==> src/rtl/nand_ecc_pkg.sv <==
package nand_ecc_pkg;
    localparam int BYTE_W      = 8;
    localparam int CHUNK_BYTES = 256;
    localparam int ADDR_W      = $clog2(CHUNK_BYTES);
    localparam int GRP_N       = $clog2(BYTE_W);
    localparam int LINE_W      = 2 * ADDR_W;
    localparam int COL_W       = 2 * GRP_N;
    localparam int PAD_W       = 2;
    localparam int CODE_W      = LINE_W + COL_W + PAD_W;

    typedef logic [ADDR_W-1:0] chunk_addr_t;
    typedef logic [BYTE_W-1:0] data_byte_t;
    typedef logic [CODE_W-1:0] ecc_code_t;

    typedef struct packed {
        logic [LINE_W-1:0] line;
        logic [COL_W-1:0]  col;
    } parity_acc_t;

    // Column parity contribution of one byte: odd slot for positions with group bit set.
    function automatic logic [COL_W-1:0] col_step(data_byte_t d);
        logic [COL_W-1:0] r;
        r = '0;
        for (int i = 0; i < GRP_N; i++) begin
            for (int j = 0; j < BYTE_W; j++) begin
                if (((j >> i) & 1) != 0) r[2*i+1] = r[2*i+1] ^ d[j];
                else                     r[2*i]   = r[2*i]   ^ d[j];
            end
        end
        return r;
    endfunction

    // Line parity contribution: byte parity lands in odd or even slot per address bit.
    function automatic logic [LINE_W-1:0] line_step(chunk_addr_t a, logic p);
        logic [LINE_W-1:0] r;
        r = '0;
        for (int k = 0; k < ADDR_W; k++) begin
            if (a[k]) r[2*k+1] = p;
            else      r[2*k]   = p;
        end
        return r;
    endfunction

    function automatic ecc_code_t pack_code(parity_acc_t s);
        return {s.line, s.col, {PAD_W{1'b0}}};
    endfunction

    function automatic ecc_code_t spare_form(ecc_code_t c);
        ecc_code_t s;
        s = c << PAD_W;
        return ~s;
    endfunction
endpackage

==> src/rtl/ecc_byte_counter.sv <==
module ecc_byte_counter
    import nand_ecc_pkg::*;
(
    input  logic        clk,
    input  logic        rst,
    input  logic        clr,
    input  logic        take,
    output chunk_addr_t addr,
    output logic        last
);
    assign last = take && (addr == chunk_addr_t'(CHUNK_BYTES - 1));

    always_ff @(posedge clk) begin
        if (rst || clr)  addr <= '0;
        else if (take)   addr <= addr + 1'b1;
    end

    // an accepted byte moves the count forward by exactly one (with wrap)
    p_count_step_r2: assert property (@(posedge clk) disable iff (rst)
        (take && !clr) |=> (addr == chunk_addr_t'($past(addr) + 1'b1)));
endmodule

==> src/rtl/ecc_parity_accum.sv <==
module ecc_parity_accum
    import nand_ecc_pkg::*;
(
    input  logic        clk,
    input  logic        rst,
    input  logic        clr,
    input  logic        take,
    input  logic        last,
    input  chunk_addr_t addr,
    input  data_byte_t  data,
    output parity_acc_t acc,
    output parity_acc_t acc_final
);
    always_comb begin
        acc_final = acc;
        if (take) begin
            acc_final.line = acc.line ^ line_step(addr, ^data);
            acc_final.col  = acc.col  ^ col_step(data);
        end
    end

    always_ff @(posedge clk) begin
        if (rst || clr)  acc <= '0;
        else if (last)   acc <= '0;
        else if (take)   acc <= acc_final;
    end

    // after a chunk closes the accumulator starts empty
    p_restart_r10: assert property (@(posedge clk) disable iff (rst)
        last |=> (acc == '0));
endmodule

==> src/rtl/ecc_code_format.sv <==
module ecc_code_format
    import nand_ecc_pkg::*;
(
    input  ecc_code_t code,
    output ecc_code_t spare
);
    localparam int NBYTES = CODE_W / 8;
    ecc_code_t inv;
    assign inv = spare_form(code);

    // First spare byte is the most significant byte of the word
    for (genvar g = 0; g < NBYTES; g++) begin : g_byte
        assign spare[CODE_W-1-8*g -: 8] = inv[CODE_W-1-8*g -: 8];
    end
endmodule

==> src/rtl/nand_chunk_ecc_gen.sv <==
module nand_chunk_ecc_gen
    import nand_ecc_pkg::*;
(
    input  logic              clk,
    input  logic              rst,
    input  logic              ecc_en,
    input  logic              ecc_clr,
    input  logic              rd_dir,
    input  logic              byte_valid,
    input  logic [BYTE_W-1:0] byte_data,
    output logic [CODE_W-1:0] code_raw,
    output logic              code_valid,
    output logic              code_from_read,
    output logic [CODE_W-1:0] spare_bytes
);
    logic        take;
    logic        last;
    chunk_addr_t addr;
    parity_acc_t acc;
    parity_acc_t acc_final;
    ecc_code_t   spare_w;

    assign take = ecc_en && byte_valid && !ecc_clr;

    ecc_byte_counter u_cnt (
        .clk  (clk),
        .rst  (rst),
        .clr  (ecc_clr),
        .take (take),
        .addr (addr),
        .last (last)
    );

    ecc_parity_accum u_acc (
        .clk       (clk),
        .rst       (rst),
        .clr       (ecc_clr),
        .take      (take),
        .last      (last),
        .addr      (addr),
        .data      (byte_data),
        .acc       (acc),
        .acc_final (acc_final)
    );

    always_ff @(posedge clk) begin
        if (rst || ecc_clr) begin
            code_raw       <= '0;
            code_valid     <= 1'b0;
            code_from_read <= 1'b0;
        end else if (last) begin
            code_raw       <= pack_code(acc_final);
            code_valid     <= 1'b1;
            code_from_read <= rd_dir;
        end else begin
            code_valid     <= 1'b0;
        end
    end

    ecc_code_format u_fmt (
        .code  (code_raw),
        .spare (spare_w)
    );
    assign spare_bytes = spare_w;

    // Every even/odd pair of a finished code must agree on the chunk parity
    logic pairs_ok;
    always_comb begin
        logic tot;
        tot = code_raw[PAD_W] ^ code_raw[PAD_W+1];
        pairs_ok = 1'b1;
        for (int p = PAD_W; p < CODE_W; p += 2) begin
            if ((code_raw[p] ^ code_raw[p+1]) != tot) pairs_ok = 1'b0;
        end
    end

    p_pair_parity_r4: assert property (@(posedge clk) disable iff (rst)
        code_valid |-> (pairs_ok && code_raw[PAD_W-1:0] == '0));
    p_single_pulse_r2: assert property (@(posedge clk) disable iff (rst)
        code_valid |=> !code_valid);
    p_valid_follows_last_r2: assert property (@(posedge clk) disable iff (rst)
        last |=> code_valid);
    p_clear_empties_r7: assert property (@(posedge clk) disable iff (rst)
        ecc_clr |=> (code_raw == '0 && !code_valid && addr == '0));
    p_hold_code_r9: assert property (@(posedge clk) disable iff (rst)
        (!last && !ecc_clr) |=> $stable(code_raw));
    p_disabled_idle_r8: assert property (@(posedge clk) disable iff (rst)
        (!ecc_en && !ecc_clr) |=> ($stable(addr) && $stable(acc) && !code_valid));
    p_empty_at_start_r10: assert property (@(posedge clk) disable iff (rst)
        (addr == '0) |-> (acc == '0));
endmodule

==> config.mk <==
export PLATFORM = sky130hd
export DESIGN_NAME = nand_chunk_ecc_gen
export DESIGN_NICKNAME = d
export VERILOG_FILES = /design/src/rtl/nand_ecc_pkg.sv /design/src/rtl/ecc_byte_counter.sv /design/src/rtl/ecc_parity_accum.sv /design/src/rtl/ecc_code_format.sv /design/src/rtl/nand_chunk_ecc_gen.sv
export SDC_FILE = /design/constraint.sdc
export NUM_CORES = 1
export LEC_CHECK = 0
export ABC_AREA = 1
export BUFFER_PORTS_ARGS = -buffer_cell sky130_fd_sc_hd__buf_2
export CAP_MARGIN = 20
export CORE_UTILIZATION = 43
export CTS_BUF_LIST = sky130_fd_sc_hd__clkbuf_8
export DETAILED_ROUTE_END_ITERATION = 8
export PLACE_DENSITY = 0.78
export SLEW_MARGIN = 40
export SYNTH_ARGS = -nofsm -noshare
export SYNTH_HDL_FRONTEND = slang
export SYNTH_SLANG_ARGS = --single-unit
==> constraint.sdc <==
create_clock -name clk -period 1.5 [get_ports clk]
set_input_delay 0.3 -clock clk [delete_from_list [all_inputs] [get_ports clk]]
set_output_delay 0.3 -clock clk [all_outputs]
set_load 0.03 [all_outputs]
==> qor.yml, run 1 <==
clocking:
  cts_buffers: 5
  htreeDepth: 2
  clk_latency_ns: 0.31
  path_clk_slew_ns: 0.09
  cts_buffer_depth: 2
  cts_sinks: 54
  cts_tree: "done"
  cts-root-buf: "clkbuf_8"
placement:
  dp.cells: 531
  placed_area_um2: 3200
  hpwl_um: 4340
  pre_cts_slack_ns: -0.0603
  gp_congestion: 0.839
  portBuffers: 57
critical_path:
  endpoint_kind: "flip-flop"
  worstPathRequired_ns: 1.70
  cp-start-kind: "flip-flop"
  crit_fanout: 14
  arrival_ns: 1.58
  worstSetupPathType: "reg2reg"
grt:
  grt_max_degree: 25
  grt_pass1_vias: 2366
  grt_pass1_wl_um: 10100
  grt_use_total_pct: 19.7
  antenna_found_initial: 0
  grt.overflow.total: 0
detailed_routing:
  avgRoutedWirePerCell_um: 10.8
  vias: 2495
  wl_um: 5820
  route.detailed.drc: 0
  viasPerCell: 4.62
  drt_iter0_drc: 91
  ant_nets: 0
  first_pass_iters: 4
sta:
  fin_worst_skew_ns: 0.00502
  drv_slew: 0
  hold_viol_final: 0
  post-route-period-util_pct: 92.2
  max_freq_ghz: 0.723
  fin_crit_ns: 1.38
  setup_violations: 0
  fin_ws_ns: 0.117
  hold_ws_ns: 0.215
  rsz0062_at_grt: "yes"
floorplan:
  die_x_um: 81.7
  chipHeight_um: 81.7
  pin_count: 64
  core_area_um2: 6030
  placementRows: 28
  initial_core_util_pct: 45.3
  fp.dieArea_um2: 6680
power:
  p_comb_share_pct: 12.2
  powerDensity_nw_per_um2: 807
  p_int_mw: 2.04
  p_seq_share_pct: 52.9
  p_total_mw: 2.73
  p_clk_share_pct: 34.8
  leakagePower_nw: 1.57
  switching_share_pct: 25.2
  vdd_ir_drop_max_uv: 438
  power_switching_uw: 686
layout:
  final_cells: 540
  nets: 479
  drive_gt1_share_pct: 28.2
  multi_input_area_um2: 1340
  n_fill_cell: 563
  synthToLayoutAreaGrowth_pct: 23.6
  diodes: 0
  ff_latch_area_um2: 1080
  finalInstanceArea_um2: 3380
yosys:
  yosysUniqueCellTypes: 30
  synth_seq_cells: 54
  ys_seq_area_share_pct: 39.6
  avgSynthCellArea_um2: 7.10
  syn_area_um2: 2730
  ys_warn_count: 0
  synthCells: 385
hold_path:
  hold_class: "in2reg"
status:
  run_status: "finished, final reports clean"
job:
  cap_violations: 0
area by class of cell:
type | instances | area share [%]
Multi-Input combinational cell | 252 | 39.6
Timing Repair Buffer | 85 | 14.9
Inverter | 66 | 7.44
Clock buffer | 5 | 2.04
Tap cell | 75 | 2.78
Clock inverter | 3 | 1.11
Sequential cell | 54 | 32.1
worst max-delay path: stages (launching register included):
cell	delay (ns)
dfxtp_2	0.37
ha_4	0.15
nand3_1	0.08
nor2_2	0.12
nand3_2	0.12
nand2_2	0.12
buf_4	0.22
o21ai_1	0.09
cell families after synthesis:
group	count (synthesis)	synth area share, %
other	2	0.275
buffers and inverters	83	13.9
adders and majority gates	1	0.458
and+or+nand+nor	204	36.2
DFF	54	39.6
AOI/OAI and AO/OA	28	5.49
xor gates and xnor gates	13	4.17
metrics by stage:
stage	util [%]	setup TNS, ns
after CTS	55.4	0
after floorplan	-	0
after detailed placement	53.2	-0.824
after global placement	53.2	-0.199
after global routing	56.1	-0.00658
final	56.1	0
registers in the layout, summed over array words and instances (netlist names):
signal,count
u_cnt.addr,8
code_raw,22
code_from_read,1
u_acc.acc,22
code_valid,1
power by group through the flow:
| stage | clock [mW] | sequential [mW] | combinational (mW) |
|---|---|---|---|
| 2_1_floorplan | 0 | 1.48 | 0.264 |
| 3_3_place_gp | 0 | 1.48 | 0.321 |
| 3_5_place_dp | 0 | 1.48 | 0.330 |
| 4_1_cts | 0.969 | 1.44 | 0.333 |
| 5_1_grt | 1.03 | 1.44 | 0.369 |
| 6_report | 0.949 | 1.44 | 0.334 |
per-layer routing:
metal | GRT usage, % | vias up | routed length (µm) | part of all wire (%)
met3 | 3.67 | 4 | 272 | 4.7
met4 | 5.26 | 0 | 49 | 0.84
met5 | 0 | - | 0 | 0
met2 | 36.4 | 48 | 2960 | 51
met1 | 23.2 | 1104 | 2530 | 44
li1 | - | 1339 | - | -
worst paths after layout:
check             slack [ns]                           to                        from  cells after the start
setup / recovery        0.12     code_raw[4]$_SDFFE_PP0P_  u_cnt.addr[0]$_SDFFE_PP0P_                      7
hold / removal          0.21  code_from_read$_SDFFE_PP0P_                      rd_dir                      2
setup reg to reg        0.12     code_raw[4]$_SDFFE_PP0P_  u_cnt.addr[0]$_SDFFE_PP0P_                      7
hold reg to reg         0.45    code_raw[23]$_SDFFE_PP0P_   code_raw[23]$_SDFFE_PP0P_                      2
timing repair:
| action | 4_1_cts | 5_1_grt |
|---|---|---|
| hold buffers | 0 | 0 |
| setup endpoints to repair | 9 | 46 |
| buffers inserted | 0 | 1 |
| pin swaps | 3 | 3 |
| gates cloned | 0 | 0 |
| resized for setup | 8 | 7 |
layout by cell type (no fill, tap or decap):
master,netlist,final
a21oi_1,17,17
a22o_1,1,1
buf_2,7,57
buf_4,7,26
buf_6,2,2
bufinv_16,0,1
clkbuf_8,0,5
clkinv_2,1,1
conb_1,2,6
dfxtp_1,54,51
dfxtp_2,0,3
ha_4,0,1
inv_1,62,64
inv_2,3,2
inv_4,0,1
nand2_1,128,128
nand2_2,6,6
nand2_4,2,2
nand2_8,1,1
nand3_1,9,7
nand3_2,6,8
nand3b_1,2,2
nand4_1,15,15
nand4_2,8,8
nor2_1,20,19
nor2_2,3,2
nor2_4,0,2
nor3_1,4,2
nor3_2,0,2
o21a_1,1,1
o21ai_0,5,5
o21ai_1,1,1
o22ai_1,3,2
o22ai_2,0,1
xnor2_1,4,4
xor2_1,9,9
synthesized netlist by cell type:
cell type  count  area, µm²
nand2_1      128        480
inv_1         62        233
dfxtp_1       54       1080
nor2_1        20       75.1
a21oi_1       17       85.1
nand4_1       15       93.8
nand3_1        9       45.0
xor2_1         9       78.8
nand4_2        8        100
buf_2          7       35.0
buf_4          7       52.6
nand2_2        6       37.5
nand3_2        6       60.1
o21ai_0        5       25.0
nor3_1         4       20.0
xnor2_1        4       35.0
inv_2          3       11.3
nor2_2         3       18.8
o22ai_1        3       18.8
buf_6          2       22.5
conb_1         2       7.51
nand2_4        2       22.5
nand3b_1       2       15.0
a22o_1         1       8.76
buf_12         1       20.0
clkinv_2       1       5.00
ha_1           1       12.5
nand2_8        1       20.0
o21a_1         1       7.51
o21ai_1        1       5.00
Power figures use the tool's default switching activity.
==> run 2, diff against run 1 <==
--- a/config.mk
+++ b/config.mk
@@ -12,6 +12,7 @@
 export CTS_BUF_LIST = sky130_fd_sc_hd__clkbuf_8
 export DETAILED_ROUTE_END_ITERATION = 8
 export PLACE_DENSITY = 0.78
+export SETUP_SLACK_MARGIN = 0.4
 export SLEW_MARGIN = 40
 export SYNTH_ARGS = -nofsm -noshare
 export SYNTH_HDL_FRONTEND = slang
==> qor.yml, run 2 (same netlist as run 1, synthesis figures left out) <==
sta:
  drv_slew: 0
  post-route-period-util_pct: 93.8
  rsz0062_at_grt: "yes"
  fin_crit_ns: 1.41
  fin_worst_skew_ns: 0.00465
  hold_ws_ns: 0.219
  setup_violations: 0
  max_freq_ghz: 0.711
  hold_viol_final: 0
power:
  p_int_mw: 1.90
  power_switching_uw: 768
  p_comb_share_pct: 17.4
  p_clk_share_pct: 29.1
  vdd_ir_drop_max_uv: 522
  p_seq_share_pct: 53.4
  powerDensity_nw_per_um2: 648
  p_total_mw: 2.67
  leakagePower_nw: 1.85
  switching_share_pct: 28.8
clocking:
  clk_latency_ns: 0.31
  path_clk_slew_ns: 0.09
  cts_tree: "done"
  cts_buffer_depth: 2
  htreeDepth: 2
  cts_sinks: 54
  cts_buffers: 5
  cts-root-buf: "clkbuf_8"
layout:
  layout_common_cells: "120 x nand2_1, 51 x buf_6, 41 x inv_1, 34 x buf_4, 28 x dfxtp_1"
  drive_gt1_share_pct: 47.0
  post-route-util_pct: 68.4
  largestRegisters: "code_raw (22), u_acc.acc (22), u_cnt.addr (8)"
  final_common_cell: "nand2_1"
  synthToLayoutAreaGrowth_pct: 50.9
  nets: 503
  diodes: 0
placement:
  portBuffers: 57
  hpwl_um: 4400
  gp_congestion: 0.840
critical_path:
  crit_fanout: 8
  worstPathRequired_ns: 1.71
  cp-start-kind: "flip-flop"
  r2r_slack_ns: 0.09
  worstSetupPathType: "reg2reg"
  crit_chain: "ha_4 > nand3_4 > nor2_4 > nand3_4 > nand2_8 > buf_6 > buf_16 > nor2_1"
  path_common_cell: "nand3_4"
  endpoint_kind: "flip-flop"
  arrival_ns: 1.62
  max_stage_delay_ns: 0.37
  critPathSlowestCell: "dfxtp_4"
grt:
  grt_pass1_vias: 2506
  grt_max_degree: 25
  grt_pass1_wl_um: 10900
  grt.overflow.total: 0
  grt_use_total_pct: 21.1
  antenna_found_initial: 0
detailed_routing:
  route.detailed.drc: 0
  drt_iter0_drc: 181
  ant_nets: 0
  avgRoutedWirePerCell_um: 13.8
  wl_um: 7790
  vias: 2793
  viasPerCell: 4.95
  first_pass_iters: 5
status:
  run_status: "finished, final reports clean"
floorplan:
  die_x_um: 81.7
  placementRows: 28
  fp.dieArea_um2: 6680
  pin_count: 64
  core_area_um2: 6030
  initial_core_util_pct: 45.3
  chipHeight_um: 81.7
job:
  cap_violations: 0
hold_path:
  hold_class: "in2reg"
-- run 2: final cells by class --
cell class,instances,area [µm²]
Sequential cell,54,1140
Fill cell,438,1900
Timing Repair inverter,2,17.5
Tap cell,75,93.8
Inverter,66,262
Clock buffer,5,68.8
Timing Repair Buffer,104,987
Multi-Input combinational cell,255,1550
Clock inverter,3,12.5
-- run 2: path summary, 6_finish.rpt --
path,start,endpoint,cells past startpoint
worst max-delay path,u_cnt.addr[0]$_SDFFE_PP0P_,u_acc.acc[1]$_SDFFE_PP0P_,8
worst min-delay path,rd_dir,code_from_read$_SDFFE_PP0P_,2
worst max register to register,u_cnt.addr[0]$_SDFFE_PP0P_,u_acc.acc[1]$_SDFFE_PP0P_,8
worst min register to register,code_raw[23]$_SDFFE_PP0P_,code_raw[23]$_SDFFE_PP0P_,2
-- run 2: through the flow --
step	area [µm²]	TNS, ns	setup slack (ns)	instances
detailed placement	3250	-1.40	-0.115	530
floorplan	2810	0	0.195	389
CTS	3780	0	0.0828	550
global placement	3250	-0.825	-0.117	530
global route	4120	0	0.0190	564
finish	4120	0	0.0928	564
-- run 2: routing by layer --
metal  vias up  global-route usage, %  share of wire [%]
met1      1279                   24.4                 40
met2        96                   38.4                 52
met4         0                   8.07                3.7
met5         -                      0                  0
met3        28                   3.78                4.6
li1       1390                      -                  -
-- run 2: power groups by stage --
stage / Combinational, mW / Clock, mW / Sequential [mW]
after floorplan: 0.269 / 0 / 1.47
after global placement: 0.327 / 0 / 1.47
after detailed placement: 0.337 / 0 / 1.47
after CTS: 0.366 / 0.788 / 1.44
after global routing: 0.495 / 0.832 / 1.43
final: 0.466 / 0.778 / 1.43
-- run 2: worst max-delay path: cells and delay by family (launching register included) --
kind	cells	cell delay (ns)
DFF	1	0.37
and+or+nand+nor	5	0.55
buffers and inverters	2	0.26
adders and majority gates	1	0.14
-- run 2: what timing repair did --
| action | CTS | global route |
|---|---|---|
| resized for setup | 136 | 63 |
| cloned | 1 | 6 |
| pin swaps | 16 | 15 |
| endpoints found under the setup margin | 94 | 93 |
| hold buffers | 0 | 0 |
| buffers inserted | 11 | 8 |
==> run 3, diff against run 2 <==
--- a/config.mk
+++ b/config.mk
@@ -8,10 +8,10 @@
 export ABC_AREA = 1
 export BUFFER_PORTS_ARGS = -buffer_cell sky130_fd_sc_hd__buf_2
 export CAP_MARGIN = 20
-export CORE_UTILIZATION = 43
+export CORE_UTILIZATION = 50
 export CTS_BUF_LIST = sky130_fd_sc_hd__clkbuf_8
 export DETAILED_ROUTE_END_ITERATION = 8
-export PLACE_DENSITY = 0.78
+export PLACE_DENSITY = 0.87
 export SETUP_SLACK_MARGIN = 0.4
 export SLEW_MARGIN = 40
 export SYNTH_ARGS = -nofsm -noshare
==> qor.yml, run 3 (same netlist as run 1, synthesis figures left out) <==
detailed_routing:
  ant_nets: 0
  drt_iter0_drc: 306
  wl_um: 8510
  first_pass_iters: 5
  viasPerCell: 5.36
  avgRoutedWirePerCell_um: 15.4
  route.detailed.drc: 0
  vias: 2956
floorplan:
  chipHeight_um: 75.9
  core_area_um2: 5170
  die_x_um: 75.9
  fp.dieArea_um2: 5760
  initial_core_util_pct: 52.8
  placementRows: 26
  pin_count: 64
grt:
  grt-busiest-layer: "met2"
  met2_usage_pct: 45.3
  antenna_found_initial: 0
  grt_max_degree: 25
  grt.overflow.total: 0
  grt_use_total_pct: 24.7
  grt_pass1_wl_um: 11700
  grtUsageMet3_pct: 4.70
  grt_pass1_vias: 2690
  met1_usage_pct: 27.3
sta:
  rsz0062_at_grt: "yes"
  setup_violations: 0
  post-route-period-util_pct: 97.8
  fin_worst_skew_ns: 0.0113
  max_freq_ghz: 0.682
  hold_viol_final: 0
  drv_slew: 0
  fin_crit_ns: 1.47
layout:
  nets: 496
  layout_common_cells: "118 x nand2_1, 47 x buf_6, 38 x inv_1, 38 x buf_4, 24 x dfxtp_1"
  largestRegisters: "code_raw (22), u_acc.acc (22), u_cnt.addr (8)"
  synthToLayoutAreaGrowth_pct: 46.7
  diodes: 0
  multi_input_area_um2: 1510
  n_fill_cell: 314
  finalInstanceArea_um2: 4010
  ff_latch_area_um2: 1140
  drive_gt1_share_pct: 46.7
  final_common_cell: "nand2_1"
clocking:
  path_clk_slew_ns: 0.11
  htreeDepth: 2
  cts_buffer_depth: 2
  clk_latency_ns: 0.33
  postCtsHoldBufs: 0
  cts_tree: "done"
  cts_sinks: 54
  cts_buffers: 5
  cts-root-buf: "clkbuf_8"
power:
  powerDensity_nw_per_um2: 680
  p_total_mw: 2.72
  leakagePower_nw: 1.82
  vdd_ir_drop_max_uv: 457
placement:
  hpwl_um: 4260
  portBuffers: 57
  placed_area_um2: 3220
  gp_congestion: 0.812
critical_path:
  endpoint_kind: "flip-flop"
  startpoint: "u_cnt.addr[1]$_SDFFE_PP0P_"
  worstPathRequired_ns: 1.78
  cp-start-kind: "flip-flop"
  crit_fanout: 9
  r2r-start: "u_cnt.addr[1]$_SDFFE_PP0P_"
  arrival_ns: 1.74
  worstSetupPathType: "reg2reg"
hold_path:
  hp-start: "rd_dir"
  hold_class: "in2reg"
status:
  run_status: "finished, final reports clean"
job:
  cap_violations: 0
run 3: changes by cell type in the layout (fill, tap and decap cells not counted), sizes merged:
| cell | before | now |
|---|---|---|
| clkinvlp | 0 | 1 |
| buf | 103 | 100 |
| inv | 67 | 66 |
| clkinv | 4 | 1 |
| nand2 | 140 | 139 |
run 3: worst paths after layout:
| kind | to | slack, ns | cells after the start |
|---|---|---|---|
| setup reg to reg | code_raw[13]$_SDFFE_PP0P_ | 0.03 | 8 |
| hold reg to reg | code_raw[23]$_SDFFE_PP0P_ | 0.46 | 2 |
| setup / recovery | code_raw[13]$_SDFFE_PP0P_ | 0.03 | 8 |
| hold / removal | code_from_read$_SDFFE_PP0P_ | 0.21 | 2 |
run 3: critical path, stage by stage (launching register included):
cell,delay (ns)
dfxtp_4,0.38
ha_4,0.15
nand3_4,0.08
nor2_4,0.19
nand3_4,0.12
nor2_4,0.16
buf_4,0.20
nand2_1,0.09
nand2_1,0.06
run 3: report_power, final:
group / switching [mW] / internal (mW)
Sequential: 0.00422 / 1.43
Clock: 0.501 / 0.374
Combinational: 0.283 / 0.137
run 3: layout make-up:
cell class	instances	share of cell area, %
tap	70	2.19
clock inverter	2	0.281
sequential	54	28.4
inverter	66	6.59
timing repair buffer	100	22.8
clock buffer	6	2.06
multi-input combinational	254	37.7
run 3: metrics by stage:
step           util, %  hold WS, ns  cells  TNS (ns)  setup slack [ns]
2_1_floorplan        -        0.439    389         0             0.195
5_1_grt           77.5        0.214    552    -0.123           -0.0458
4_1_cts           72.5        0.219    541         0             0.109
3_3_place_gp      62.2        0.424    522   -0.0565           -0.0189
6_report          77.5        0.212    552         0            0.0336
3_5_place_dp      62.2        0.428    522    -0.869           -0.0992
run 3: timing repair:
item                                    in CTS  in global routing
setup buffers                               11                  9
pin swaps                                   21                 14
gates resized for setup                    141                 51
endpoints found under the setup margin      93                 95
cloned                                       0                  2
run 3: routing by layer:
metal | part of all wire, % | vias up
met1 | 37 | 1358
met4 | 5.1 | 0
met2 | 50 | 177
met3 | 7.9 | 50
met5 | 0 | -
li1 | - | 1371
